## config.mk

```make
export PLATFORM = sky130hd
export DESIGN_NAME = msg_nif
export DESIGN_NICKNAME = d
export VERILOG_FILES = /design/src/rtl/nif_pkg.sv /design/src/rtl/nif_tx.sv /design/src/rtl/nif_rx.sv /design/src/rtl/msg_nif.sv
export SDC_FILE = /design/constraint.sdc
export NUM_CORES = 1
export LEC_CHECK = 0
export CORE_UTILIZATION = 45
export DETAILED_ROUTE_END_ITERATION = 7
export MAX_ROUTING_LAYER = met4
export PLACE_DENSITY = 0.77
export SLEW_MARGIN = 25
export SYNTH_ARGS = -nofsm -noshare
export SYNTH_HDL_FRONTEND = slang
export SYNTH_SLANG_ARGS = --single-unit
```

## constraint.sdc

```tcl
create_clock -name clk_i -period 2.6 [get_ports clk_i]
set_clock_uncertainty 0.2 [all_clocks]
set_input_delay 0.52 -clock clk_i [delete_from_list [all_inputs] [get_ports clk_i]]
set_output_delay 0.52 -clock clk_i [all_outputs]
set_load 0.05 [all_outputs]
```

## src/rtl/nif_pkg.sv

```systemverilog
package nif_pkg;
  typedef enum logic [1:0] {
    SP_STAGE = 2'b00,
    SP_RXBUF = 2'b01,
    SP_CTRL  = 2'b10
  } nif_space_e;

  localparam int CTRL_CMD    = 0;
  localparam int CTRL_STAT   = 1;
  localparam int CMD_LAUNCH  = 0;
  localparam int CMD_CANCEL  = 1;
  localparam int CMD_DISPOSE = 2;
  localparam int ST_BUSY     = 0;
  localparam int ST_RXV      = 1;
  localparam int ST_IRQEN    = 2;
  localparam int LEN_LSB     = 8;
endpackage

```

## src/rtl/nif_tx.sv

```systemverilog
module nif_tx #(
  parameter int DATA_W = 32,
  parameter int WORDS  = 4,
  localparam int IDX_W = (WORDS > 1) ? $clog2(WORDS) : 1,
  localparam int LEN_W = $clog2(WORDS + 1)
) (
  input  logic              clk_i,
  input  logic              rst_ni,
  input  logic              stage_we_i,
  input  logic [IDX_W-1:0]  stage_idx_i,
  input  logic [DATA_W-1:0] stage_wdata_i,
  input  logic              launch_i,
  input  logic              cancel_i,
  input  logic [LEN_W-1:0]  len_i,
  input  logic [IDX_W-1:0]  rd_idx_i,
  output logic [DATA_W-1:0] rd_data_o,
  output logic              busy_o,
  output logic              out_valid_o,
  input  logic              out_ready_i,
  output logic [DATA_W-1:0] out_data_o,
  output logic              out_head_o,
  output logic              out_tail_o
);
  logic [DATA_W-1:0] stage_q [WORDS];
  logic              busy_q;
  logic [IDX_W-1:0]  ptr_q, last_q;
  logic [LEN_W-1:0]  len_m1;
  logic              cancel_ok, launch_ok, fire;

  assign cancel_ok = cancel_i & ~busy_q;
  assign launch_ok = launch_i & ~cancel_i & ~busy_q &
                     (len_i != '0) & (len_i <= LEN_W'(WORDS));
  assign len_m1    = len_i - LEN_W'(1);
  assign fire      = busy_q & out_ready_i;

  for (genvar i = 0; i < WORDS; i++) begin : g_stage
    always_ff @(posedge clk_i or negedge rst_ni) begin
      if (!rst_ni)                                       stage_q[i] <= '0;
      else if (cancel_ok)                                stage_q[i] <= '0;
      else if (stage_we_i && !busy_q && stage_idx_i == IDX_W'(i))
                                                         stage_q[i] <= stage_wdata_i;
    end
  end

  always_ff @(posedge clk_i or negedge rst_ni) begin
    if (!rst_ni) begin
      busy_q <= 1'b0;
      ptr_q  <= '0;
      last_q <= '0;
    end else if (launch_ok) begin
      busy_q <= 1'b1;
      ptr_q  <= '0;
      last_q <= len_m1[IDX_W-1:0];
    end else if (fire) begin
      if (ptr_q == last_q) busy_q <= 1'b0;
      else                 ptr_q  <= ptr_q + IDX_W'(1);
    end
  end

  assign rd_data_o   = stage_q[rd_idx_i];
  assign busy_o      = busy_q;
  assign out_valid_o = busy_q;
  assign out_data_o  = stage_q[ptr_q];
  assign out_head_o  = (ptr_q == '0);
  assign out_tail_o  = (ptr_q == last_q);

  a_r3_hold_under_stall: assert property (@(posedge clk_i) disable iff (!rst_ni)
    out_valid_o && !out_ready_i |=> out_valid_o && $stable(out_data_o) && $stable(out_tail_o));
  a_r3_first_is_head: assert property (@(posedge clk_i) disable iff (!rst_ni)
    $rose(out_valid_o) |-> out_head_o);
  a_r3_tail_ends_stream: assert property (@(posedge clk_i) disable iff (!rst_ni)
    out_valid_o && out_ready_i && out_tail_o |=> !out_valid_o);
  a_r6_zero_len_dropped: assert property (@(posedge clk_i) disable iff (!rst_ni)
    !busy_o && launch_i && len_i == '0 |=> !out_valid_o);
endmodule

```

## src/rtl/nif_rx.sv

```systemverilog
module nif_rx #(
  parameter int DATA_W = 32,
  parameter int WORDS  = 4,
  localparam int IDX_W = (WORDS > 1) ? $clog2(WORDS) : 1,
  localparam int LEN_W = $clog2(WORDS + 1)
) (
  input  logic              clk_i,
  input  logic              rst_ni,
  input  logic              in_valid_i,
  input  logic [DATA_W-1:0] in_data_i,
  input  logic              in_head_i,
  input  logic              in_tail_i,
  output logic              in_ready_o,
  input  logic              dispose_i,
  input  logic [IDX_W-1:0]  rd_idx_i,
  output logic [DATA_W-1:0] rd_data_o,
  output logic              msg_valid_o,
  output logic [LEN_W-1:0]  msg_len_o
);
  logic [DATA_W-1:0] buf_q [WORDS];
  logic              valid_q;
  logic [IDX_W-1:0]  wptr_q, widx;
  logic [LEN_W-1:0]  len_q;
  logic              accept;

  assign accept = in_valid_i & ~valid_q;
  assign widx   = in_head_i ? '0 : wptr_q;

  for (genvar i = 0; i < WORDS; i++) begin : g_buf
    always_ff @(posedge clk_i or negedge rst_ni) begin
      if (!rst_ni)                             buf_q[i] <= '0;
      else if (accept && widx == IDX_W'(i))    buf_q[i] <= in_data_i;
    end
  end

  always_ff @(posedge clk_i or negedge rst_ni) begin
    if (!rst_ni) begin
      valid_q <= 1'b0;
      wptr_q  <= '0;
      len_q   <= '0;
    end else if (accept) begin
      if (in_tail_i) begin
        valid_q <= 1'b1;
        len_q   <= LEN_W'(widx) + LEN_W'(1);
        wptr_q  <= '0;
      end else begin
        // saturate on oversize messages: the last slot is overwritten
        wptr_q  <= (widx == IDX_W'(WORDS - 1)) ? widx : widx + IDX_W'(1);
      end
    end else if (dispose_i && valid_q) begin
      valid_q <= 1'b0;
    end
  end

  assign in_ready_o  = ~valid_q;
  assign rd_data_o   = buf_q[rd_idx_i];
  assign msg_valid_o = valid_q;
  assign msg_len_o   = len_q;

  a_r7_tail_sets_pending: assert property (@(posedge clk_i) disable iff (!rst_ni)
    in_valid_i && in_ready_o && in_tail_i |=> msg_valid_o);
  a_r8_pending_until_dispose: assert property (@(posedge clk_i) disable iff (!rst_ni)
    msg_valid_o && !dispose_i |=> msg_valid_o && $stable(msg_len_o));
endmodule

```

## src/rtl/msg_nif.sv

```systemverilog
module msg_nif #(
  parameter int DATA_W  = 32,
  parameter int WORDS   = 4,
  localparam int IDX_W  = (WORDS > 1) ? $clog2(WORDS) : 1,
  localparam int LEN_W  = $clog2(WORDS + 1),
  localparam int ADDR_W = IDX_W + 2
) (
  input  logic              clk_i,
  input  logic              rst_ni,
  input  logic              bus_req_i,
  input  logic              bus_we_i,
  input  logic [ADDR_W-1:0] bus_addr_i,
  input  logic [DATA_W-1:0] bus_wdata_i,
  output logic [DATA_W-1:0] bus_rdata_o,
  output logic              irq_o,
  output logic              out_valid_o,
  input  logic              out_ready_i,
  output logic [DATA_W-1:0] out_data_o,
  output logic              out_head_o,
  output logic              out_tail_o,
  input  logic              in_valid_i,
  output logic              in_ready_o,
  input  logic [DATA_W-1:0] in_data_i,
  input  logic              in_head_i,
  input  logic              in_tail_i
);
  import nif_pkg::*;

  logic [1:0]        space;
  logic [IDX_W-1:0]  idx;
  logic              wr, cmd_we, stat_we;
  logic              tx_busy, rx_valid, irq_en_q;
  logic [LEN_W-1:0]  rx_len;
  logic [DATA_W-1:0] tx_rd, rx_rd, status;

  assign space   = bus_addr_i[ADDR_W-1 -: 2];
  assign idx     = bus_addr_i[IDX_W-1:0];
  assign wr      = bus_req_i & bus_we_i;
  assign cmd_we  = wr && space == SP_CTRL && idx == IDX_W'(CTRL_CMD);
  assign stat_we = wr && space == SP_CTRL && idx == IDX_W'(CTRL_STAT);

  nif_tx #(.DATA_W(DATA_W), .WORDS(WORDS)) u_tx (
    .clk_i, .rst_ni,
    .stage_we_i   (wr && space == SP_STAGE),
    .stage_idx_i  (idx),
    .stage_wdata_i(bus_wdata_i),
    .launch_i     (cmd_we & bus_wdata_i[CMD_LAUNCH]),
    .cancel_i     (cmd_we & bus_wdata_i[CMD_CANCEL]),
    .len_i        (bus_wdata_i[LEN_LSB +: LEN_W]),
    .rd_idx_i     (idx),
    .rd_data_o    (tx_rd),
    .busy_o       (tx_busy),
    .out_valid_o, .out_ready_i, .out_data_o, .out_head_o, .out_tail_o
  );

  nif_rx #(.DATA_W(DATA_W), .WORDS(WORDS)) u_rx (
    .clk_i, .rst_ni,
    .in_valid_i, .in_data_i, .in_head_i, .in_tail_i, .in_ready_o,
    .dispose_i  (cmd_we & bus_wdata_i[CMD_DISPOSE]),
    .rd_idx_i   (idx),
    .rd_data_o  (rx_rd),
    .msg_valid_o(rx_valid),
    .msg_len_o  (rx_len)
  );

  always_ff @(posedge clk_i or negedge rst_ni) begin
    if (!rst_ni)      irq_en_q <= 1'b0;
    else if (stat_we) irq_en_q <= bus_wdata_i[ST_IRQEN];
  end

  always_comb begin
    status                      = '0;
    status[ST_BUSY]             = tx_busy;
    status[ST_RXV]              = rx_valid;
    status[ST_IRQEN]            = irq_en_q;
    status[LEN_LSB +: LEN_W]    = rx_len;
  end

  always_comb begin
    bus_rdata_o = '0;
    unique case (space)
      SP_STAGE: bus_rdata_o = tx_rd;
      SP_RXBUF: bus_rdata_o = rx_rd;
      SP_CTRL:  if (idx == IDX_W'(CTRL_STAT)) bus_rdata_o = status;
      default:  bus_rdata_o = '0;
    endcase
  end

  assign irq_o = rx_valid & irq_en_q;

  a_r10_sink_while_sending: assert property (@(posedge clk_i) disable iff (!rst_ni)
    tx_busy && !out_ready_i && !rx_valid |-> in_ready_o);
  a_r9_irq_needs_pending: assert property (@(posedge clk_i) disable iff (!rst_ni)
    $rose(irq_o) |-> rx_valid);
endmodule

```

== Word level (Yosys, flattened, before mapping) ==
Cells that the tools add are included.

* Register bits: 268
* Input bits: 76
* Output and inout bits: 69

* Add/sub/neg operators: 4
* Order comparisons: 3
* Equal/unequal tests: 11
* Mux-type cells: 31
* Bitwise logic cells: 17
* Reduce and logical (&&, ||, !) cells: 31

{| class="wikitable"
|+ Operators by type and width
! operator !! number
|-
| $mux W32 || 14
|-
| $bmux W32 S2 || 3
|-
| $pmux W32 S3 || 1
|-
| $logic_and A1 B1 Y1 || 14
|-
| $reduce_bool A2 Y1 || 7
|-
| $and A1 B1 Y1 || 12
|-
| $mux W2 || 6
|-
| $mux W11 || 1
|-
| $eq A2 B2 Y1 const B || 5
|-
| $logic_not A2 Y1 || 4
|-
| $reduce_and A2 Y1 || 4
|-
| $eq A2 B1 Y1 const B || 3
|-
| $ge A3 B3 Y1 const B || 2
|-
| $mux W1 || 6
|-
| $not A2 Y3 || 2
|-
| $add A2 B1 Y2 const B || 2
|-
| $add A2 B1 Y3 const B || 1
|-
| $le A3 B3 Y1 const B || 1
|-
| $not A1 Y1 || 3
|-
| $reduce_bool A3 Y1 || 1
|-
| $eq A2 B2 Y1 || 1
|-
| $ne A2 B1 Y1 const B || 1
|-
| $ne A2 B2 Y1 const B || 1
|-
| $sub A2 B1 Y2 const B || 1
|-
| $logic_not A1 Y1 || 1
|}

== Longest topological paths before layout ==
Gate-level depths: netlist (run 1).

* Word-level depth: 11
* Mapped depth: 8
* Mapped depth without buffers: 5

== Cells and area by module ==
A second synthesis (run 1) with hierarchy kept.

* Cell total of the unflattened synthesis: 1,104
* Area total of the unflattened synthesis: 13,545.5 um^2

{| class="wikitable"
|+ Modules (own cells, without submodules)
! module !! times used !! cells an instance !! area an instance (um^2) !! sequential area each (um^2)
|-
| nif_tx || 1 || 676 || 6,952.9 || 3,328.2
|-
| nif_rx || 1 || 337 || 5,969.5 || 3,353.2
|-
| msg_nif || 1 || 91 || 623.1 || 25.0
|}

== Worst setup path before layout (run 1) ==
No wires, ideal clock.

* Kind: input to output
* Start: input port bus_addr_i[0]
* End: output port bus_rdata_o[0]
* Arrival: 2.244 ns
* Path slack: -0.364 ns
* Cell stages on the path: 7
* Buffers on the path: 3
* Cells stage by stage: buf_6 > buf_4 > buf_4 > nand2_1 > nor2_1 > a21oi_1 > a21oi_1

* Cells in the longest elaborated chain, start to end: 5

{| class="wikitable"
|+ RTL lines
! element !! RTL line !! text
|-
| from (decl) || msg_nif.sv:12 || <nowiki>input logic [ADDR_W-1:0] bus_addr_i,</nowiki>
|-
| $not A2 Y3 (not written as such) || nif_tx.sv:60, nif_rx.sv:56 ||
|-
| $bmux W32 S2 (on tied branches) || nif_rx.sv:56, nif_tx.sv:60 ||
|-
| $mux W32 (on tied branches) (2 in a row) || nif_rx.sv:56, nif_tx.sv:60 ||
|-
| $pmux W32 S3 (*) || msg_nif.sv:81 || <nowiki>unique case (space)</nowiki>
|-
| to (decl) || msg_nif.sv:14 || <nowiki>output logic [DATA_W-1:0] bus_rdata_o,</nowiki>
|}

Every way passes the cells marked *; elsewhere a longest branch is shown, timed or not. The select of a mux whose other input is x is not followed.

== Worst setup path after layout (run 1) ==
* Start: register u_tx.ptr_q[0]
* End: output port out_data_o[28]

* Cells in the longest elaborated chain, start to end: 4

{| class="wikitable"
|+ RTL lines
! element !! RTL line !! text
|-
| from (decl) || nif_tx.sv:26 || <nowiki>logic [IDX_W-1:0] ptr_q, last_q;</nowiki>
|-
| from (signal assigned) || nif_tx.sv:56 || <nowiki>else ptr_q <= ptr_q + IDX_W'(1);</nowiki>
|-
| $not A2 Y3 (not written as such) || nif_tx.sv:63 || <nowiki>assign out_data_o = stage_q[ptr_q];</nowiki>
|-
| $bmux W32 S2 || nif_tx.sv:63 ||
|-
| $mux W32 (not written as such) (2 in a row) || nif_tx.sv:63 ||
|-
| to (decl) || msg_nif.sv:18 || <nowiki>output logic [DATA_W-1:0] out_data_o,</nowiki>
|}

Every way passes these cells. The select of a mux whose other input is x is not followed.

==> flow_summary.json, run 1 <==
{
  "hold_path_class": "flop to flop",
  "grt_pass1_vias": 9825,
  "fin_area_mm2": 0.0177,
  "crit_type": "flop to primary output",
  "fillers": 2076,
  "layout_setup_ws_ns": -0.115,
  "synth_seq_cells": 268,
  "port_buffers": 144,
  "yosys_warnings": 0,
  "cts-root-buf": "clkbuf_16",
  "antenna_found_initial": 2,
  "whs_ns": 0.296,
  "cp_max_fo": 17,
  "dr.first_iter.drc_count": 998,
  "grt_pass1_wl_mm": 58.4,
  "drc": 0,
  "rrSetupSlack_ns": 0.59,
  "path_depth": 3,
  "htreeDepth": 1,
  "routed_wl_mm": 37.4,
  "endpoint_kind": "primary output",
  "rsz0062_at_grt": "true",
  "cp.required_ns": 1.88,
  "rows": 62,
  "p_per_area_mw_per_mm2": 887,
  "critPathTopFamily": "multiplexers",
  "clkLatencyLatePin_ns": 0.54,
  "num_vias": 9817,
  "overflow": 0,
  "clkSinkCount": 268,
  "outcome": "finished, violations left",
  "path_clk_slew_ns": 0.06,
  "dieArea_mm2": 0.0301,
  "place.gp.congestion": 0.884,
  "drt_first_pass_iters": 5,
  "crit_buf_inv": 2,
  "area_growth_pct": 33.6,
  "numCtsBuffers": 28,
  "fp.dieH_um": 173,
  "grt_max_degree": 64,
  "syn_area_mm2": 0.0132,
  "max-vdd-ir-drop_v": 0.000524,
  "crit_arrival_ns": 1.99,
  "cp-endpoint": "out_data_o[28]",
  "r2r_start": "u_tx.busy_o",
  "drive_gt1_frac": 0.361,
  "cts_tree": "built",
  "hpwlAfterDp_mm": 23.9,
  "cpMaxStageDelayCell": "mux4_2",
  "critical_path.most_common_cell": "buf_12",
  "reg2reg_to": "u_tx.stage_q[118]",
  "postPlaceCellArea_mm2": 0.0162,
  "start_util": 0.460,
  "period_share": 1.04,
  "r2r_cells": 5,
  "cpPeakStageDelay_ns": 0.61,
  "synthesis.nets": 1180,
  "die_x_um": 173,
  "finalSetupViolCount": 39,
  "maxCapViolations": 0,
  "fin_crit_ns": 2.71,
  "slew_violations": 0,
  "nNetsFinal": 1346,
  "clk_path_buf_depth": 3,
  "netlist_instances": 1097,
  "violations": "negative setup slack",
  "maxSlewHeadroom": 0.652,
  "fmax_ghz": 0.368,
  "ant_nets": 0,
  "track_usage": 0.257,
  "path_cells": "buf_12 -> mux4_2 -> buf_12",
  "syn_avg_cell_area_um2": 12.1,
  "leakage_nw": 7.89,
  "vias_per_cell": 5.88,
  "pin_count": 145,
  "timing_hold_violations_final": 0,
  "worst_slew_pin_slew_ns": 0.525,
  "startpoint": "u_tx.ptr_q[0]",
  "critPathLaunchType": "flop",
  "finish.utilization": 0.614,
  "coreArea_mm2": 0.0288,
  "wl_per_cell_um": 22.4,
  "yosysSeqAreaShare": 0.507,
  "yosys.cell_types.count": 38
}
[worst reg2reg max path: cells and delay by family (launching register included)]
family | cells | cell delay [ns]
AOI/OAI and AO/OA | 1 | 0.11
and+or+nand+nor | 2 | 0.64
buffers and inverters | 2 | 0.43
DFF | 1 | 0.49
[where the power goes]
group	switching [W]	leakage, nW	internal [W]	total (W)
logic	0.00283	3.88	0.00305	0.00589
clock network	0.00165	0.478	0.00238	0.00403
registers	0.000626	3.53	0.00513	0.00576
[state kept, by name, summed over array words and instances, names as in the netlist]
name              cells
irq_en_q              1
u_rx.buf_q          128
u_rx.msg_len_o        3
u_rx.msg_valid_o      1
u_rx.wptr_q           2
u_tx.busy_o           1
u_tx.last_q           2
u_tx.ptr_q            2
u_tx.stage_q        128
[cell families (layout without fill, tap and decap cells)]
kind of cell             Yosys count  in the layout  share of synthesized area
AO/OA/AOI/OAI                    179            179                     0.0790
XOR/XNOR                           4              4                    0.00265
adder cells (fa/ha/maj)            7              7                    0.00662
buffers and inverters             98            285                     0.0350
flip-flops                       268            268                      0.507
multiplexers                     237            237                      0.276
other                              0              2                          0
AND/OR/NAND/NOR                  304            304                     0.0937
[worst min path at each step]
| stage | startpoint | endpoint | slack (ns) | cells after the start |
|---|---|---|---|---|
| 2_1_floorplan | rst_ni | irq_en_q | 0.02 | 0 |
| 3_3_place_gp | u_rx.wptr_q[0] | u_rx.wptr_q[0] | 0.28 | 2 |
| 3_5_place_dp | u_rx.wptr_q[1] | u_rx.wptr_q[1] | 0.28 | 2 |
| 4_1_cts | u_rx.wptr_q[1] | u_rx.wptr_q[1] | 0.30 | 2 |
| 5_1_grt | u_rx.buf_q[60] | u_rx.buf_q[60] | 0.31 | 1 |
| 6_report | u_rx.wptr_q[1] | u_rx.wptr_q[1] | 0.30 | 2 |
[what timing repair did]
item,in CTS,in global routing
pin swaps,2,14
setup endpoints to repair,67,57
endpoints found under the hold margin,57,0
buffers inserted,12,12
gates cloned,4,1
gates resized for setup,24,15
hold buffers,1,0
[Yosys cell counts]
cell	n	area, um^2
dfrtp_1	268	6710
nand2_1	267	1000
a21oi_1	139	696
mux2_2	133	1500
mux4_2	89	2000
buf_2	43	215
a22o_1	26	228
clkbuf_1	26	97.6
mux2i_1	15	150
buf_1	13	48.8
inv_1	9	33.8
nand2b_1	9	56.3
ha_1	7	87.6
nor2_1	6	22.5
o221a_2	5	56.3
buf_6	4	45.0
buf_4	3	22.5
nor2b_1	3	18.8
o21ai_0	3	15.0
and2_1	2	12.5
and3_1	2	12.5
nand3_1	2	10.0
nand3b_1	2	15.0
nor3_2	2	20.0
nor4_1	2	12.5
o31ai_1	2	15.0
or3_1	2	12.5
xnor2_1	2	17.5
xor2_1	2	17.5
a21o_1	1	7.51
a221oi_1	1	8.76
and4b_1	1	10.0
and4bb_2	1	12.5
nand4bb_1	1	11.3
nor3_1	1	5.00
o211a_1	1	10.0
o22a_1	1	8.76
or2_1	1	6.26
[stage by stage]
stage / instances / setup slack (ns) / total power (W) / setup TNS [ns]
3_5_place_dp: 1587 / -0.134 / 0.0114 / -11.15
4_1_cts: 1655 / -0.109 / 0.0156 / -2.46
3_3_place_gp: 1587 / -0.137 / 0.0112 / -10.98
2_1_floorplan: 1097 / -0.0787 / 0.00890 / -0.179
5_1_grt: 1670 / -0.149 / 0.0163 / -3.92
6_report: 1670 / -0.115 / 0.0157 / -2.48
[cells in the final DEF (no fill, tap or decap), types with 15 or more instances in the layout]
master           count
buf_12              96
mux4_2              89
buf_4               42
dfrtp_1            267
clkbuf_16           30
mux2_2             133
a21oi_1            132
clkdlybuf4s50_1     70
mux2i_1             15
nand2_1            267
[layout make-up]
| cell class | count | area (um^2) | area share |
|---|---|---|---|
| clock buffer | 40 | 857 | 0.0485 |
| antenna | 2 | 5.00 | 0.000283 |
| sequential | 268 | 6710 | 0.379 |
| timing repair buffer | 225 | 3220 | 0.182 |
| tap | 384 | 480 | 0.0272 |
| clock inverter | 11 | 83.8 | 0.00474 |
| multi-input combinational | 731 | 6290 | 0.356 |
| inverter | 9 | 33.8 | 0.00191 |
[per-layer routing]
metal / global-route usage / vias to the layer above / wire (um)
met5: - / - / 0
li1: - / 4262 / -
met4: 0.0712 / 0 / 898
met2: 0.397 / 406 / 18000
met1: 0.355 / 5086 / 15700
met3: 0.0406 / 63 / 2850
No activity file was read; power rests on OpenSTA's default activity.
==> inputs of run 2 (changes only) <==
--- a/config.mk
+++ b/config.mk
@@ -5,10 +5,13 @@
 export SDC_FILE = /design/constraint.sdc
 export NUM_CORES = 1
 export LEC_CHECK = 0
-export CORE_UTILIZATION = 45
+export CELL_PAD_IN_SITES_DETAIL_PLACEMENT = 1
+export CELL_PAD_IN_SITES_GLOBAL_PLACEMENT = 2
+export CORE_ASPECT_RATIO = 0.7
+export CORE_UTILIZATION = 39
 export DETAILED_ROUTE_END_ITERATION = 7
 export MAX_ROUTING_LAYER = met4
-export PLACE_DENSITY = 0.77
+export PLACE_DENSITY = 0.92
 export SLEW_MARGIN = 25
 export SYNTH_ARGS = -nofsm -noshare
 export SYNTH_HDL_FRONTEND = slang
==> run 2 against run 1 <==
Against the previous run:
- the run still ends with negative setup slack left
- via count is 3.9% higher
- die area grew 15%
- critical path depth stayed put
- worst hold slack got worse by 0.010 ns
- clock-buffer cell count decreased by 3
- maximum frequency shrank 0.95%
- critical endpoint is now out_data_o[16]
==> flow_summary.json, run 2 (same netlist as run 1, synthesis figures left out) <==
{
  "grt_pass1_wl_mm": 69.2,
  "cp_max_fo": 14,
  "fmax_ghz": 0.365,
  "die_x_um": 222,
  "r2r_start": "u_tx.busy_o",
  "grt_max_degree": 63,
  "clk_path_buf_depth": 3,
  "leakage_nw": 8.10,
  "fin_crit_ns": 2.74,
  "drt_first_pass_iters": 5,
  "slew_violations": 0,
  "hpwlAfterDp_mm": 27.8,
  "mostFrequentLayoutCells": "nand2_1 (267), dfrtp_1 (266), mux2_2 (133), a21oi_1 (133), buf_12 (93)",
  "pin_count": 145,
  "nNetsFinal": 1381,
  "routed_wl_mm": 44.4,
  "antenna_found_initial": 3,
  "worst_slew_pin_slew_ns": 0.548,
  "path_clk_slew_ns": 0.06,
  "drc": 0,
  "rsz0062_at_grt": "true",
  "violations": "negative setup slack",
  "startpoint": "u_tx.ptr_q[0]",
  "drive_gt1_frac": 0.378,
  "dr.first_iter.drc_count": 573,
  "fin_cells": 1756,
  "place.gp.congestion": 0.823,
  "busiest_layer": "met2",
  "grt_pass1_vias": 11338,
  "place_inst": 1650,
  "final_common_cell": "nand2_1",
  "numCtsBuffers": 28,
  "p_total_w": 0.0162,
  "maxCapViolations": 0,
  "critPathLaunchType": "flop",
  "outcome": "finished, violations left",
  "cp.required_ns": 1.88,
  "start_util": 0.396,
  "dieArea_mm2": 0.0347,
  "reg2reg_to": "u_tx.stage_q[101]",
  "vias_per_cell": 5.81,
  "cts-root-buf": "clkbuf_16",
  "rows": 56,
  "ant_nets": 0,
  "area_growth_pct": 36.3,
  "hold_path_class": "flop to flop",
  "rrSetupSlack_ns": 0.62,
  "crit_arrival_ns": 2.02,
  "preCtsSetupSlack_ns": -0.203,
  "cts_tree": "built",
  "use_met3": 0.0503,
  "wl_per_cell_um": 25.3,
  "max-vdd-ir-drop_v": 0.000602,
  "clkLatencyLatePin_ns": 0.55,
  "p_per_area_mw_per_mm2": 898,
  "port_buffers": 144,
  "crit_type": "flop to primary output",
  "num_vias": 10201,
  "overflow": 0,
  "timing_hold_violations_final": 0,
  "period_share": 1.05,
  "coreArea_mm2": 0.0334,
  "cp-endpoint": "out_data_o[16]",
  "finalSetupViolCount": 54,
  "grt_use_met2": 0.433,
  "layout_setup_ws_ns": -0.141,
  "grt_util_met1": 0.353,
  "clkSinkCount": 268,
  "r2r_cells": 6,
  "fp.dieH_um": 156,
  "endpoint_kind": "primary output",
  "fillers": 3319,
  "htreeDepth": 1,
  "maxSlewHeadroom": 0.635,
  "track_usage": 0.271
}
==> run 2: changes by cell type in the layout (fill, tap and decap cells not counted), sizes merged <==
| cell | before | now |
|---|---|---|
| dlygate4sd2 | 5 | 4 |
| bufbuf | 0 | 1 |
| diode | 2 | 3 |
| buf | 148 | 183 |
| bufinv | 1 | 5 |
| clkinvlp | 0 | 2 |
| clkbuf | 41 | 38 |
| clkinv | 10 | 6 |
==> run 2: stage by stage <==
step                area [um^2]   util  TNS, ns  hold slack, ns
global route              18000  0.540    -6.10           0.313
detailed placement        16300  0.489   -25.31           0.277
global placement          16300  0.489   -15.29           0.261
floorplan                 13300      -   -0.179          0.0244
finish                    18000  0.540    -3.42           0.286
CTS                       18000  0.537    -4.95           0.290
==> run 2: where the power goes <==
group,internal (W),leakage [nW],switching (W),total (W)
Clock,0.00259,0.477,0.00178,0.00437
Combinational,0.00310,4.09,0.00293,0.00603
Sequential,0.00513,3.53,0.000659,0.00579
Total,0.0108,8.10,0.00537,0.0162
==> run 2: final cells by class <==
cell class	instances	area, um^2	area share
timing repair buffer	260	3390	0.188
inverter	9	33.8	0.00187
tap	435	544	0.0302
clock inverter	13	210	0.0117
sequential	268	6710	0.372
antenna	3	7.51	0.000416
clock buffer	37	774	0.0430
multi-input combinational	731	6370	0.353
==> run 2: routing by layer <==
layer  vias to the layer above  wire length, um
li1                       4333                -
met1                      5441            18900
met2                       347            21800
met3                        80             2490
met4                         0             1250
met5                         -                0
==> run 2: worst min path at each step <==
stage,slack [ns],end,cells after the start,startpoint
floorplan,0.02,irq_en_q,0,rst_ni
global placement,0.26,u_rx.wptr_q[1],2,u_rx.wptr_q[1]
detailed placement,0.28,u_rx.wptr_q[0],2,u_rx.wptr_q[0]
CTS,0.29,u_rx.wptr_q[0],2,u_rx.wptr_q[0]
global route,0.31,u_rx.msg_len_o[0],2,u_rx.msg_len_o[0]
finish,0.29,u_rx.wptr_q[0],2,u_rx.wptr_q[0]
==> run 2: what timing repair did <==
action,CTS,global route
gates resized for setup,42,5
hold endpoints to repair,49,0
buffers inserted,42,7
setup endpoints to repair,69,63
pin swaps,17,5
hold buffers,1,0
cloned,3,0
==> run 2: worst max-delay path, cell delays in order, from the launching register on <==
cell and delay, ns:
dfrtp_2 0.41, buf_8 0.23, mux4_2 0.62, buf_12 0.19
